==> src/rtl/i2c_telem_pkg.sv <==
package i2c_telem_pkg;
  localparam int BYTE_W = 8;

  typedef enum logic [2:0] {
    ST_IDLE,
    ST_ADDR,
    ST_ADDR_ACK,
    ST_WR,
    ST_WR_ACK,
    ST_RD,
    ST_RD_ACK
  } link_st_e;

  // saturating pointer step
  function automatic logic [BYTE_W-1:0] ptr_step(input logic [BYTE_W-1:0] p);
    return (p == {BYTE_W{1'b1}}) ? p : p + 1'b1;
  endfunction

  // upper seven bits of the received address byte against our own address
  function automatic logic addr_hit(input logic [6:0] own, input logic [BYTE_W-1:0] rx);
    return rx[7:1] == own;
  endfunction

  // bit of an outgoing byte that goes on the wire after cnt bits already sent
  function automatic logic tx_bit(input logic [BYTE_W-1:0] b, input logic [3:0] cnt);
    return b[3'd7 - cnt[2:0]];
  endfunction
endpackage

==> src/rtl/i2c_telem_sync.sv <==
module i2c_telem_sync #(
  parameter int STAGES = 2
) (
  input  logic clk,
  input  logic rst_n,
  input  logic scl_in,
  input  logic sda_in,
  output logic sda_s,
  output logic scl_rise,
  output logic scl_fall,
  output logic start_det,
  output logic stop_det
);
  logic [1:0] raw;
  logic [1:0] synced;
  logic       scl_s;
  logic       scl_d;
  logic       sda_d;

  assign raw = {sda_in, scl_in};

  for (genvar g = 0; g < 2; g++) begin : g_line
    logic [STAGES-1:0] pipe;
    always_ff @(posedge clk or negedge rst_n) begin
      if (!rst_n) pipe <= '1;
      else        pipe <= {pipe[STAGES-2:0], raw[g]};
    end
    assign synced[g] = pipe[STAGES-1];
  end

  assign scl_s = synced[0];
  assign sda_s = synced[1];

  always_ff @(posedge clk or negedge rst_n) begin
    if (!rst_n) begin
      scl_d <= 1'b1;
      sda_d <= 1'b1;
    end else begin
      scl_d <= scl_s;
      sda_d <= sda_s;
    end
  end

  assign scl_rise  = scl_s & ~scl_d;
  assign scl_fall  = ~scl_s & scl_d;
  assign start_det = scl_s & scl_d & sda_d & ~sda_s;
  assign stop_det  = scl_s & scl_d & ~sda_d & sda_s;
endmodule

==> src/rtl/i2c_telem_snap.sv <==
module i2c_telem_snap #(
  parameter int PRESCALE      = 50000,
  parameter int STARTUP_TICKS = 300,
  parameter int PERIOD_TICKS  = 100
) (
  input  logic clk,
  input  logic rst_n,
  input  logic hold,
  output logic fire
);
  localparam int TMAX = (STARTUP_TICKS > PERIOD_TICKS) ? STARTUP_TICKS : PERIOD_TICKS;
  localparam int PC_W = $clog2(PRESCALE + 1);
  localparam int TC_W = $clog2(TMAX + 1);
  localparam logic [PC_W-1:0] PC_LAST = PC_W'(PRESCALE - 1);
  localparam logic [TC_W-1:0] TC_FIRST = TC_W'(STARTUP_TICKS - 1);
  localparam logic [TC_W-1:0] TC_PER   = TC_W'(PERIOD_TICKS - 1);

  logic [PC_W-1:0] pc;
  logic [TC_W-1:0] tc;
  logic            first_done;
  logic            pending;
  logic            tick;
  logic            due;
  logic [TC_W-1:0] tgt;

  assign tick = (pc == PC_LAST);
  assign tgt  = first_done ? TC_PER : TC_FIRST;
  assign due  = tick && (tc == tgt);
  assign fire = (pending | due) & ~hold;

  always_ff @(posedge clk or negedge rst_n) begin
    if (!rst_n) begin
      pc         <= '0;
      tc         <= '0;
      first_done <= 1'b0;
      pending    <= 1'b0;
    end else begin
      pc      <= tick ? '0 : pc + 1'b1;
      pending <= (pending | due) & hold;
      if (tick) begin
        if (due) begin
          tc         <= '0;
          first_done <= 1'b1;
        end else begin
          tc <= tc + 1'b1;
        end
      end
    end
  end
endmodule

==> src/rtl/i2c_telem_bank.sv <==
module i2c_telem_bank
  import i2c_telem_pkg::*;
#(
  parameter int NUM_MEAS  = 5,
  parameter int NUM_FLAGS = 6
) (
  input  logic                               clk,
  input  logic                               rst_n,
  input  logic                               load,
  input  logic [NUM_MEAS*BYTE_W-1:0]         meas_live,
  input  logic [NUM_FLAGS-1:0]               flags_live,
  input  logic [BYTE_W-1:0]                  ptr,
  output logic [BYTE_W-1:0]                  rd_byte,
  output logic [(NUM_MEAS+1)*BYTE_W-1:0]     bank_flat
);
  localparam int NUM_REGS = NUM_MEAS + 1;

  for (genvar i = 0; i < NUM_REGS; i++) begin : g_reg
    logic [BYTE_W-1:0] live_b;
    logic [BYTE_W-1:0] held;
    if (i < NUM_MEAS) begin : g_meas
      assign live_b = meas_live[i*BYTE_W +: BYTE_W];
    end else begin : g_stat
      assign live_b = BYTE_W'(flags_live);
    end
    always_ff @(posedge clk or negedge rst_n) begin
      if (!rst_n)    held <= '0;
      else if (load) held <= live_b;
    end
    assign bank_flat[i*BYTE_W +: BYTE_W] = held;
  end

  always_comb begin
    rd_byte = '0;
    for (int k = 0; k < NUM_REGS; k++) begin
      if (ptr == BYTE_W'(k)) rd_byte = bank_flat[k*BYTE_W +: BYTE_W];
    end
  end
endmodule

==> src/rtl/i2c_telem_fsm.sv <==
module i2c_telem_fsm
  import i2c_telem_pkg::*;
#(
  parameter logic [5:0] ADDR_HI = 6'h2C
) (
  input  logic              clk,
  input  logic              rst_n,
  input  logic              sda_s,
  input  logic              scl_rise,
  input  logic              scl_fall,
  input  logic              start_det,
  input  logic              stop_det,
  input  logic              addr_sel,
  input  logic [BYTE_W-1:0] rd_byte,
  output logic              sda_oe,
  output logic [BYTE_W-1:0] ptr,
  output logic              rd_busy
);
  link_st_e          st;
  logic [3:0]        cnt;
  logic [BYTE_W-1:0] sh;
  logic [BYTE_W-1:0] tx;
  logic              rw;
  logic              host_ack;
  logic [6:0]        own_addr;

  assign own_addr = {ADDR_HI, addr_sel};

  always_ff @(posedge clk or negedge rst_n) begin
    if (!rst_n) begin
      st       <= ST_IDLE;
      cnt      <= '0;
      sh       <= '0;
      tx       <= '0;
      rw       <= 1'b0;
      host_ack <= 1'b0;
      sda_oe   <= 1'b0;
      ptr      <= '0;
      rd_busy  <= 1'b0;
    end else if (stop_det) begin
      st      <= ST_IDLE;
      sda_oe  <= 1'b0;
      rd_busy <= 1'b0;
    end else if (start_det) begin
      st      <= ST_ADDR;
      cnt     <= '0;
      sda_oe  <= 1'b0;
      rd_busy <= 1'b0;
    end else begin
      case (st)
        ST_ADDR: begin
          if (scl_rise && cnt < 4'd8) begin
            sh  <= {sh[BYTE_W-2:0], sda_s};
            cnt <= cnt + 1'b1;
          end else if (scl_fall && cnt == 4'd8) begin
            if (addr_hit(own_addr, sh)) begin
              sda_oe  <= 1'b1;
              rw      <= sh[0];
              rd_busy <= sh[0];
              st      <= ST_ADDR_ACK;
            end else begin
              st <= ST_IDLE;
            end
          end
        end
        ST_ADDR_ACK: begin
          if (scl_fall) begin
            cnt <= '0;
            if (rw) begin
              tx     <= rd_byte;
              sda_oe <= ~rd_byte[BYTE_W-1];
              st     <= ST_RD;
            end else begin
              sda_oe <= 1'b0;
              st     <= ST_WR;
            end
          end
        end
        ST_WR: begin
          if (scl_rise && cnt < 4'd8) begin
            sh  <= {sh[BYTE_W-2:0], sda_s};
            cnt <= cnt + 1'b1;
          end else if (scl_fall && cnt == 4'd8) begin
            ptr    <= sh;
            sda_oe <= 1'b1;
            st     <= ST_WR_ACK;
          end
        end
        ST_WR_ACK: begin
          if (scl_fall) begin
            sda_oe <= 1'b0;
            cnt    <= '0;
            st     <= ST_WR;
          end
        end
        ST_RD: begin
          if (scl_rise && cnt < 4'd8) begin
            cnt <= cnt + 1'b1;
          end else if (scl_fall) begin
            if (cnt == 4'd8) begin
              sda_oe <= 1'b0;
              ptr    <= ptr_step(ptr);
              st     <= ST_RD_ACK;
            end else if (cnt != 4'd0) begin
              sda_oe <= ~tx_bit(tx, cnt);
            end
          end
        end
        ST_RD_ACK: begin
          if (scl_rise) begin
            host_ack <= ~sda_s;
          end else if (scl_fall) begin
            if (host_ack) begin
              tx     <= rd_byte;
              sda_oe <= ~rd_byte[BYTE_W-1];
              cnt    <= '0;
              st     <= ST_RD;
            end else begin
              st <= ST_IDLE;
            end
          end
        end
        default: ;
      endcase
    end
  end
endmodule

==> src/rtl/i2c_telem_slave.sv <==
module i2c_telem_slave
  import i2c_telem_pkg::*;
#(
  parameter int         NUM_MEAS      = 5,
  parameter int         NUM_FLAGS     = 6,
  parameter logic [5:0] ADDR_HI       = 6'h2C,
  parameter int         PRESCALE      = 50000,
  parameter int         STARTUP_TICKS = 300,
  parameter int         PERIOD_TICKS  = 100,
  parameter int         SYNC_STAGES   = 2
) (
  input  logic                       clk,
  input  logic                       rst_n,
  input  logic                       scl_in,
  input  logic                       sda_in,
  output logic                       sda_oe,
  input  logic                       addr_sel,
  input  logic [NUM_MEAS*BYTE_W-1:0] meas_live,
  input  logic [NUM_FLAGS-1:0]       flags_live
);
  localparam int BANK_W = (NUM_MEAS + 1) * BYTE_W;

  logic              sda_s;
  logic              scl_rise;
  logic              scl_fall;
  logic              start_det;
  logic              stop_det;
  logic              rd_busy;
  logic              snap_fire;
  logic [BYTE_W-1:0] ptr;
  logic [BYTE_W-1:0] rd_byte;
  logic [BANK_W-1:0] bank_flat;

  i2c_telem_sync #(.STAGES(SYNC_STAGES)) u_sync (
    .clk       (clk),
    .rst_n     (rst_n),
    .scl_in    (scl_in),
    .sda_in    (sda_in),
    .sda_s     (sda_s),
    .scl_rise  (scl_rise),
    .scl_fall  (scl_fall),
    .start_det (start_det),
    .stop_det  (stop_det)
  );

  i2c_telem_snap #(
    .PRESCALE      (PRESCALE),
    .STARTUP_TICKS (STARTUP_TICKS),
    .PERIOD_TICKS  (PERIOD_TICKS)
  ) u_snap (
    .clk   (clk),
    .rst_n (rst_n),
    .hold  (rd_busy),
    .fire  (snap_fire)
  );

  i2c_telem_bank #(.NUM_MEAS(NUM_MEAS), .NUM_FLAGS(NUM_FLAGS)) u_bank (
    .clk        (clk),
    .rst_n      (rst_n),
    .load       (snap_fire),
    .meas_live  (meas_live),
    .flags_live (flags_live),
    .ptr        (ptr),
    .rd_byte    (rd_byte),
    .bank_flat  (bank_flat)
  );

  i2c_telem_fsm #(.ADDR_HI(ADDR_HI)) u_fsm (
    .clk       (clk),
    .rst_n     (rst_n),
    .sda_s     (sda_s),
    .scl_rise  (scl_rise),
    .scl_fall  (scl_fall),
    .start_det (start_det),
    .stop_det  (stop_det),
    .addr_sel  (addr_sel),
    .rd_byte   (rd_byte),
    .sda_oe    (sda_oe),
    .ptr       (ptr),
    .rd_busy   (rd_busy)
  );
endmodule

==> config.mk <==
export PLATFORM = sky130hd
export DESIGN_NAME = i2c_telem_slave
export DESIGN_NICKNAME = d
export VERILOG_FILES = /design/src/rtl/i2c_telem_pkg.sv /design/src/rtl/i2c_telem_sync.sv /design/src/rtl/i2c_telem_snap.sv /design/src/rtl/i2c_telem_bank.sv /design/src/rtl/i2c_telem_fsm.sv /design/src/rtl/i2c_telem_slave.sv
export SDC_FILE = /design/constraint.sdc
export NUM_CORES = 1
export LEC_CHECK = 0
export ABC_AREA = 1
export BUFFER_PORTS_ARGS = -buffer_cell sky130_fd_sc_hd__buf_2
export CAP_MARGIN = 5
export CORE_ASPECT_RATIO = 1.5
export CORE_UTILIZATION = 50
export DETAILED_ROUTE_END_ITERATION = 7
export GPL_ROUTABILITY_DRIVEN = 0
export HOLD_SLACK_MARGIN = 0.12
export PLACE_DENSITY = 0.69
export SLEW_MARGIN = 20
export SYNTH_ARGS = -nofsm -noshare
export SYNTH_HDL_FRONTEND = slang
export SYNTH_SLANG_ARGS = --single-unit
==> constraint.sdc <==
create_clock -name clk -period 2.5 [get_ports clk]
set_clock_uncertainty 0.1 [all_clocks]
set_input_delay 0.125 -clock clk [delete_from_list [all_inputs] [get_ports clk]]
set_output_delay 0.125 -clock clk [all_outputs]
set_load 0.005 [all_outputs]
==> summary.txt, run 1 <==
Status
  – Status: complete, no violations

Route
  – Drt drc: 0
  – WL/cell: between 10 and 15 um
  – Via count: 5334
  – Routed Antenna Nets: 0
  – Via-to-Cell Ratio: 5.080
  – 1st-iter DRT viols: 277
  – DRT Pass-1 Iters: 5
  – Routed Wire Length: about 14000 um

Clock network
  – Num CTS Buffers: 17
  – Cts repair resizes: 0
  – Root Driver: clkbuf_16
  – Clock sinks: about 110
  – CTS Buffer Depth: 2
  – CTS tree: yes
  – Number of H-tree levels: 4
  – Worst-skew pair later-pin latency: 0.41 ns
  – Clock Pin Slew Worst Setup and Hold Paths: 0.05 ns

Global routing
  – GRT overflow: 0
  – Initial antenna violation count: 0
  – Largest net degree at the start of global routing: 48
  – First-pass GRT wire length: approximately 24000 um
  – Gr usage total: 23.92%
  – Vias in the first global route: ~5300

Placement
  – Detailed Place HPWL: 9630 um
  – Buffers on Ports: just over 50
  – Placed cells: between 900 and 1000

STA
  – WHS: 0.1450 ns
  – RSZ-0062 raised after global routing: false
  – Fin crit share: around 90%
  – Final Slew Violations: 0
  – Crit path time final: 2.283 ns
  – F_max: 0.4381 GHz
  – Setup TNS: 0 ns
  – Final Hold Viols: 0
  – Relative slew slack: between 50% and 60%
  – Final setup vio count: 0
  – Worst Tran Pin Value: 0.6166 ns

Worst setup path
  – Critical Path Sink Type: register
  – WP data required: 2.74 ns
  – Critical path peak fanout: 37
  – Critical path class: reg2reg
  – Crit path DAT: 2.52 ns
  – Startpoint Class: register

Layout
  – Area Growth Syn to Fin: 25.75%
  – Number of diodes: 0
  – Share of cells above drive strength 1: approximately 18%
  – Layout Utilization: 64.55%
  – Fin nets: 943
  – Final std cells w/o fill: 1050

Run
  – Maxcap violations: 0

Power and ir drop
  – Internal Power: 4474 uW
  – Flop pwr share: between 30% and 40%
  – Comb pwr share: 21.4%
  – Max IR drop VDD: about 0.48 mV
  – Switch share: 30.18%
  – Clock power frac: 42.3%
  – Power density cells: 830.2 nW/um^2
  – Psw: 1934 uW
  – Leak: 0.003918 uW

Synthesis
  – Synthesized cell area: 6137 sq um
  – Synthesized Nets: 829
  – FF+latch count, synth: 114
  – Post-synthesis cell type count: 40
  – Ys async rst share: 100.0%
  – Syn Inst Count: 770
  – Cell taking the most area after synthesis: dfrtp_1
  – Synth area leaders: dfrtp_1 (44%), nand2_1 (11%), inv_1 (8.4%)
  – Sequential area share after synthesis: 46.61%
  – Yosys warning count: 0
  – Synth Flop Type: dfrtp_1
  – Count leader, synth: nand2_1
  – Post-synth EDFFs: 0
  – Yosys top cell area share: approximately 44%
  – Synth cell count leaders: nand2_1 (186), inv_1 (137), dfrtp_1 (108)
  – Avg Cell Area, Syn: 7.970 sq um

Floorplan
  – Die height: 137.7 um
  – Die area: 12730 sq um
  – Row cnt: 49
  – I/O pins: 52
  – Starting Density: 51.33%
  – Core area: around 12000 sq um
  – Die width: 92.46 um

Worst hold path
  – HP Class: in2reg
[final cells by class]
| class | instances | area, sq um |
|---|---|---|
| inverter | 141 | 529.3 |
| tap | 153 | 191.4 |
| timing repair buffer | 115 | 873.3 |
| clock buffer | 23 | 488.0 |
| sequential | 114 | 2860 |
| fill | 994 | 4238 |
| clock inverter | 9 | 175.2 |
| multi-input combinational | 495 | 2600 |
[what timing repair did]
action | 4_1_cts | 5_1_grt
hold buffers | 49 | 0
endpoints found under the hold margin | 91 | 0
buffers inserted | 0 | 0
[power by group through the flow]
stage	combinational (uW)	clock [uW]	sequential, uW
floorplan	985	0	2270
global placement	1260	0	2340
detailed placement	1280	0	2350
CTS	1360	2730	2330
global route	1590	2820	2360
finish	1370	2710	2330
[sequential cells by signal, summed over array words and instances (netlist names)]
register / cells
u_bank.g.held: 46
u_snap.pc: 16
u_snap.tc: 9
u_fsm.ptr: 8
u_fsm.sh: 8
u_fsm.tx: 8
u_fsm.cnt: 4
u_sync.g_line.pipe: 4
u_fsm.st: 3
u_fsm.host_ack: 1
u_fsm.rd_busy: 1
u_fsm.rw: 1
u_fsm.sda_oe: 1
u_snap.first_done: 1
u_snap.pending: 1
u_sync.scl_d: 1
u_sync.sda_d: 1
[metrics by stage]
| stage | setup slack [ns] | power (uW) | cell area, sq um |
|---|---|---|---|
| 5_1_grt | 0.04864 | 6771 | 7717 |
| 3_3_place_gp | 0.3285 | 3598 | 6564 |
| 3_5_place_dp | 0.2140 | 3637 | 6564 |
| 4_1_cts | 0.1896 | 6420 | 7717 |
| 6_report | 0.2173 | 6407 | 7717 |
| 2_1_floorplan | 0.6805 | 3258 | 6137 |
[cell usage in the layout, fill, tap and decap left out, types with 4 or more instances in the layout]
cell and count:
clkbuf_8 4, o21ai_0 48, dfrtp_1 108, ha_1 8
a31oi_1 4, inv_2 4, nor2_2 5, o21ai_1 10
o21ai_2 26, nor2_4 9, nand4_1 8, nor3_1 12
a21oi_1 38, inv_1 137, xor2_1 10, buf_4 15
clkbuf_16 17, nor2_1 46, o211ai_1 4, a21oi_2 10
nand3_1 46, dfstp_2 6, dlygate4sd3_1 49, buf_2 50
nand2_1 186, bufinv_16 5
[cells by family (layout without fill, tap and decap cells)]
| logic type | count (synthesis) | count (layout) | synth area share (%) |
|---|---|---|---|
| flip-flops | 114 | 114 | 46.61 |
| AND/OR/NAND/NOR | 326 | 326 | 23.93 |
| buffers and inverters | 161 | 288 | 11.15 |
| AO/OA/AOI/OAI | 149 | 149 | 14.96 |
| XOR/XNOR | 12 | 12 | 1.713 |
| adder cells (fa/ha/maj) | 8 | 8 | 1.631 |
[critical path, cell delays in order, from the launching register on]
cell and delay [ns]:
dfrtp_1 0.39, ha_1 0.23, nand3_1 0.16, nor2_2 0.08, nand4_4 0.16, nor2_4 0.09
o21ai_4 0.45, buf_12 0.33, nand2_1 0.12, o21ai_2 0.07
[final timing paths]
path	from	cells after the start	slack, ns	to
max	u_snap.pc[0]	9	0.22	u_bank.g_reg[1].held[3]
max in group asynchronous	rst_n	3	1.35	u_bank.g_reg[4].held[3]
min in group asynchronous	rst_n	2	0.17	u_fsm.sh[5]
min reg2reg	u_sync.g_line[0].pipe[0]	0	0.26	u_sync.g_line[0].pipe[1]
min	addr_sel	6	0.14	u_fsm.rw
max reg2reg	u_snap.pc[0]	9	0.22	u_bank.g_reg[1].held[3]
[per-layer routing]
metal / part of all wire (%) / GRT usage, % / vias up
li1: - / - / 2657
met1: 41 / 27.13 / 2527
met2: 53 / 43.09 / 118
met3: 2.9 / 5.132 / 32
met4: 2.7 / 10.24 / 0
met5: 0 / 0 / -
Power figures use the tool's default switching activity.
==> run 2, diff against run 1 <==
--- a/config.mk
+++ b/config.mk
@@ -8,12 +8,14 @@
 export ABC_AREA = 1
 export BUFFER_PORTS_ARGS = -buffer_cell sky130_fd_sc_hd__buf_2
 export CAP_MARGIN = 5
+export CELL_PAD_IN_SITES_DETAIL_PLACEMENT = 1
+export CELL_PAD_IN_SITES_GLOBAL_PLACEMENT = 1
 export CORE_ASPECT_RATIO = 1.5
-export CORE_UTILIZATION = 50
+export CORE_UTILIZATION = 45
 export DETAILED_ROUTE_END_ITERATION = 7
 export GPL_ROUTABILITY_DRIVEN = 0
 export HOLD_SLACK_MARGIN = 0.12
-export PLACE_DENSITY = 0.69
+export PLACE_DENSITY_LB_ADDON = 0.1
 export SLEW_MARGIN = 20
 export SYNTH_ARGS = -nofsm -noshare
 export SYNTH_HDL_FRONTEND = slang
==> run 2 against run 1 <==
Compared with the run above:
- maximum frequency increased by 1.7%
- combinational power increased by 4%
- sequential share of layout area increased by 0.28 points
- sequential cell count unchanged
- register-to-register slack improved by 0.04 ns
- first-iteration DRC count decreased by 49%
- design area decreased by 0.75%
- power decreased by 3.4%
- worst hold slack improved by 0.011 ns
- sequential power about the same
- clock power decreased by 11%
==> summary.txt, run 2 (synthesis results as in run 1) <==
Worst setup path
  – Reg-to-reg slack, setup: 0.26 ns
  – Critical Path Sink Type: register
  – Critical path peak fanout: 23
  – WP data required: 2.72 ns
  – Worst Reg-to-Reg Cells: 9
  – Reg2reg start: u_snap.pc[0]
  – Crit path DAT: 2.47 ns
  – RR Endpoint: u_bank.g_reg[4].held[3]
  – Critical path class: reg2reg
  – Startpoint Class: register

Power and ir drop
  – Comb pwr share: 23.2%
  – Max IR drop VDD: 0.4790 mV
  – Switch share: 33.94%
  – Psw: between 2000 and 2500 uW
  – Leak: 0.003880 uW
  – Internal Power: 4087 uW
  – Clock power frac: 39.0%
  – Flop pwr share: 37.8%
  – Power density cells: ~810 nW/um^2

STA
  – Final setup vio count: 0
  – Relative slew slack: just over 60%
  – Fin crit share: approximately nine tenths
  – Worst Tran Pin Value: 0.5902 ns
  – RSZ-0062 raised after global routing: false
  – Final Slew Violations: 0
  – F_max: 0.4457 GHz
  – Setup TNS: 0 ns
  – Final Hold Viols: 0
  – Crit path time final: 2.244 ns

Route
  – 1st-iter DRT viols: 142
  – Via count: 5551
  – Routed Wire Length: approximately 18000 um
  – Routed Antenna Nets: 0
  – WL/cell: 16.67 um
  – Drt drc: 0
  – DRT Pass-1 Iters: 4
  – Via-to-Cell Ratio: 5.257

Clock network
  – Root Driver: clkbuf_16
  – Num CTS Buffers: 17
  – Worst-skew pair later-pin latency: 0.42 ns
  – Clock sinks: 114
  – Clock Pin Slew Worst Setup and Hold Paths: 0.06 ns
  – CTS Buffer Depth: 2
  – Cts repair resizes: 0
  – Number of H-tree levels: 4
  – CTS tree: yes

Run
  – Maxcap violations: 0

Layout
  – Largest register by flop count: u_bank.g.held
  – Share of cells above drive strength 1: 18.28%
  – Largest registers: u_bank.g.held: 46 flops, u_snap.pc: 16 flops, u_snap.tc: 9 flops
  – Final instance area: 7660 sq um
  – Most frequent cells in the layout: nand2_1 (186), inv_1 (137), dfrtp_1 (108), buf_2 (50), dlygate4sd3_1 (49)
  – Number of diodes: 0
  – Fin nets: between 900 and 1000
  – Most common cell after layout, fill and taps aside: nand2_1
  – Area Growth Syn to Fin: 24.81%
  – Max FFs per register: between 40 and 50

Placement
  – Cell Area, Placed: 6584 sq um
  – Buffers on Ports: 51
  – Detailed Place HPWL: 11710 um

Floorplan
  – Starting Density: 46.69%
  – I/O pins: 52
  – Die width: around 97 um
  – Core area: 13150 sq um
  – Die area: 14120 sq um
  – Die height: 145.0 um
  – Row cnt: 51

Global routing
  – Vias in the first global route: 6346
  – GRT overflow: 0
  – Largest net degree at the start of global routing: 53
  – First-pass GRT wire length: 30070 um
  – Gr usage total: 26.75%
  – Initial antenna violation count: 0

Worst hold path
  – HP Class: in2async

Status
  – Status: complete, no violations
-- run 2: cell count changes in the layout (fill, tap and decap cells not counted), moves of 2 or more --
cell	change
bufinv_16	-3
clkinvlp_4	+2
clkbuf_8	-4
inv_6	+4
clkinv_4	+3
-- run 2: metal layers --
metal  track usage (%)  wire length [um]  share of wire [%]
met1             29.10              6978                 40
met2             50.04              9644                 55
met3             4.769               431                2.4
met4             11.54               550                3.1
met5                 0                 0                  0
-- run 2: per-stage QoR --
stage	hold slack [ns]	power, uW	std cells	utilization (%)	setup WS (ns)
after CTS	0.1661	6224	1056	58.27	0.3110
after global placement	0.05669	3659	975	50.09	0.4053
after detailed placement	0.06582	3723	975	50.09	0.3336
final	0.1564	6188	1056	58.27	0.2561
after floorplan	-0.2706	3258	770	-	0.6805
after global routing	0.1953	6550	1056	58.27	0.01052
-- run 2: worst max-delay path by stage --
stage                       from                      end  slack [ns]  depth (start not counted)
detailed placement  u_snap.pc[0]  u_bank.g_reg[2].held[7]        0.33                          9
global placement    u_snap.pc[0]  u_bank.g_reg[2].held[7]        0.41                          9
CTS                 u_snap.pc[0]  u_bank.g_reg[3].held[1]        0.31                          9
global route        u_fsm.cnt[0]             u_fsm.ptr[2]        0.01                         10
floorplan           u_snap.pc[0]  u_bank.g_reg[3].held[0]        0.68                         10
finish              u_snap.pc[0]  u_bank.g_reg[4].held[3]        0.26                          9
-- run 2: worst max-delay path, stage by stage, from the launching register on --
cell     delay, ns
dfrtp_1       0.40
ha_1          0.23
nand3_1       0.19
nor2_2        0.09
nand4_4       0.09
nor2_4        0.08
o21ai_4       0.36
buf_4         0.37
nand2_1       0.11
o21ai_1       0.14
-- run 2: what timing repair did --
item | 4_1_cts | 5_1_grt
buffers inserted | 0 | 0
hold endpoints to repair | 137 | 0
hold buffers | 49 | 0
-- run 2: final cells by class --
class                      instances  area, sq um
tap                              159        198.9
sequential                       114         2860
fill                            1590         5485
inverter                         141        529.3
clock buffer                      18        429.2
timing repair buffer             115        885.9
clock inverter                    14        156.4
multi-input combinational        495         2600
-- run 2: power by group through the flow --
stage / Combinational (uW) / Clock [uW] / Sequential [uW]
final: 1430 / 2410 / 2340
after global routing: 1650 / 2520 / 2380
after CTS: 1440 / 2440 / 2340
after floorplan: 985 / 0 / 2270
after global placement: 1300 / 0 / 2350
after detailed placement: 1360 / 0 / 2360
==> run 3, diff against run 2 <==
--- a/config.mk
+++ b/config.mk
@@ -7,7 +7,7 @@
 export LEC_CHECK = 0
 export ABC_AREA = 1
 export BUFFER_PORTS_ARGS = -buffer_cell sky130_fd_sc_hd__buf_2
-export CAP_MARGIN = 5
+export CAP_MARGIN = 20
 export CELL_PAD_IN_SITES_DETAIL_PLACEMENT = 1
 export CELL_PAD_IN_SITES_GLOBAL_PLACEMENT = 1
 export CORE_ASPECT_RATIO = 1.5
@@ -15,7 +15,7 @@
 export DETAILED_ROUTE_END_ITERATION = 7
 export GPL_ROUTABILITY_DRIVEN = 0
 export HOLD_SLACK_MARGIN = 0.12
-export PLACE_DENSITY_LB_ADDON = 0.1
+export PLACE_DENSITY = 0.85
 export SLEW_MARGIN = 20
 export SYNTH_ARGS = -nofsm -noshare
 export SYNTH_HDL_FRONTEND = slang
==> run 3 against run 2 <==
Compared with the run above:
- combinational power is 6% higher
- sequential cell count stayed put
- sequential share of layout area fell by 0.14 points
- wire length rose by 21%
- global-route usage up 5.0 points
- clock power increased by 8%
- count of clock-buffer cells in the layout unchanged
- critical path type unchanged
- largest cell class unchanged
- largest power group unchanged
- highest routed layer unchanged
==> summary.txt, run 3 (synthesis results as in run 1) <==
Worst setup path
  – Critical-path cell list: inv_1, ha_1, nand2_1, nor2_2, inv_1, o21ai_0, o21ai_0, o21ai_0, nand2_1, nand2_1, nand2_1
  – Crit. Startpoint: u_fsm.ptr[0]
  – Crit path largest cell delay: 0.44 ns
  – Critical path buffer and inverter count: 2
  – Reg2reg start: u_fsm.ptr[0]
  – Most used cell, CP: nand2_1
  – Delay-heaviest family, CP: simple AND/OR/NAND/NOR gates
  – Critical path peak fanout: 9
  – Critical path class: reg2reg
  – Slowest-stage cell, CP: dfrtp_1
  – Critical Path Sink Type: register
  – Startpoint Class: register
  – WP data required: 2.72 ns
  – Crit path DAT: about 2.6 ns

Power and ir drop
  – Internal Power: 4211 uW
  – Switch share: 34.81%
  – Comb pwr share: between 20% and 30%
  – Flop pwr share: 36.4%
  – Max IR drop VDD: 0.5015 mV
  – Clock power frac: 40.2%
  – Power density cells: 840.1 nW/um^2
  – Leak: 0.003888 uW
  – Psw: 2248 uW

STA
  – Setup TNS: 0 ns
  – Final Hold Viols: 0
  – RSZ-0062 raised after global routing: false
  – Worst Tran Pin Value: 0.7933 ns
  – Fin crit share: between 90% and 100%
  – Crit path time final: 2.371 ns
  – Final setup vio count: 0
  – Final Slew Violations: 0
  – F_max: 0.4217 GHz
  – Relative slew slack: 46.94%

Floorplan
  – Die area: 14120 sq um
  – Die width: ~97 um
  – Starting Density: a little under half
  – Core area: approximately 13000 sq um
  – I/O pins: 52
  – Row cnt: 51
  – Die height: roughly 150 um

Layout
  – Max FFs per register: 46
  – Layout Utilization: about three fifths
  – Largest registers: u_bank.g.held: 46 flops, u_snap.pc: 16 flops, u_snap.tc: 9 flops
  – Largest register by flop count: u_bank.g.held
  – Most frequent cells in the layout: nand2_1 (185), inv_1 (137), dfrtp_1 (108), dlygate4sd3_1 (50), buf_2 (50)
  – Fill cells: 1596
  – Share of cells above drive strength 1: a little under a fifth
  – Most common cell after layout, fill and taps aside: nand2_1
  – Number of diodes: 0
  – Area Growth Syn to Fin: 25.28%
  – Fin nets: 940

Route
  – Routed Antenna Nets: 0
  – DRT Pass-1 Iters: 5
  – Via count: 5829
  – WL/cell: 20.22 um
  – Via-to-Cell Ratio: 5.536
  – Routed Wire Length: between 20000 and 25000 um
  – Drt drc: 0
  – 1st-iter DRT viols: ~230

Worst hold path
  – HP Class: in2reg
  – Hold Path Origin: addr_sel

Clock network
  – Num CTS Buffers: 17
  – CTS tree: yes
  – Clock sinks: 114
  – Root Driver: clkbuf_16
  – CTS Buffer Depth: 2
  – Worst-skew pair later-pin latency: around 0.43 ns
  – Number of H-tree levels: 4
  – Clock Pin Slew Worst Setup and Hold Paths: about 0.060 ns

Run
  – Maxcap violations: 0

Global routing
  – Vias in the first global route: 6618
  – Initial antenna violation count: 0
  – Largest net degree at the start of global routing: 68
  – GRT overflow: 0
  – Gr usage total: between 30% and 40%
  – First-pass GRT wire length: 34760 um

Status
  – Status: complete, no violations

Placement
  – Detailed Place HPWL: 11900 um
  – Buffers on Ports: 51
run 3: cell types whose count changed in the layout (fill, tap and decap cells not counted):
cell,delta
bufinv_16,+1
clkbuf_1,-1
nand2_1,-1
clkinv_4,+1
o21ai_2,+1
nand2_2,+1
clkinvlp_4,-1
buf_4,-6
inv_6,-1
buf_12,+1
dlygate4sd3_1,+1
clkbuf_8,+1
run 3: final timing paths:
path                                             to  slack (ns)  depth (start not counted)
max                                     u_fsm.tx[5]        0.13                         11
min                                        u_fsm.rw        0.12                          6
max reg2reg                             u_fsm.tx[5]        0.13                         11
min reg2reg                u_sync.g_line[1].pipe[1]        0.26                          0
max in group asynchronous             u_fsm.rd_busy        0.88                          3
min in group asynchronous  u_sync.g_line[0].pipe[1]        0.20                          2
run 3: power groups by stage:
stage	Sequential [uW]	Clock (uW)	Combinational [uW]
finish	2350	2600	1510
global route	2380	2680	1700
CTS	2340	2590	1470
detailed placement	2360	0	1350
global placement	2350	0	1270
floorplan	2270	0	985
run 3: cell type report:
class	instances	area, sq um	share of cell area, %
tap	159	198.9	2.587
timing repair buffer	111	870.8	11.33
clock inverter	14	178.9	2.327
inverter	141	529.3	6.884
clock buffer	18	439.2	5.712
multi-input combinational	496	2611	33.96
sequential	114	2860	37.20
run 3: stage by stage:
step	worst slack [ns]	hold slack [ns]	instance area [sq um]	instances	total power [uW]
final	0.1286	0.1248	7689	1053	6459
after global placement	0.3408	-0.04070	6559	970	3616
after floorplan	0.6805	-0.2706	6137	770	3258
after global routing	0.01951	0.1797	7689	1053	6764
after CTS	0.1373	0.1271	7677	1052	6400
after detailed placement	0.1893	-0.03970	6559	970	3709
run 3: per-layer routing:
metal / part of all wire (%) / vias up / routed length (um) / track usage, %
li1: - / 2660 / - / -
met1: 37 / 2904 / 7849 / 34.09
met2: 55 / 178 / 11690 / 58.45
met3: 3.1 / 87 / 669 / 5.877
met4: 5.1 / 0 / 1077 / 16.54
met5: 0 / - / 0 / 0
run 3: repair_timing:
| item | in CTS | in global routing |
|---|---|---|
| resized for setup | 0 | 1 |
| setup endpoints to repair | 0 | 23 |
| buffers inserted | 0 | 0 |
| hold buffers | 50 | 0 |
| hold endpoints to repair | 162 | 0 |
run 3: tightest hold or removal path, stage by stage:
cell and delay (ns):
buf_2 0.09, nand2_1 0.05, nand4_1 0.08, nor2_1 0.09, nand3_1 0.12, nand2_1 0.06
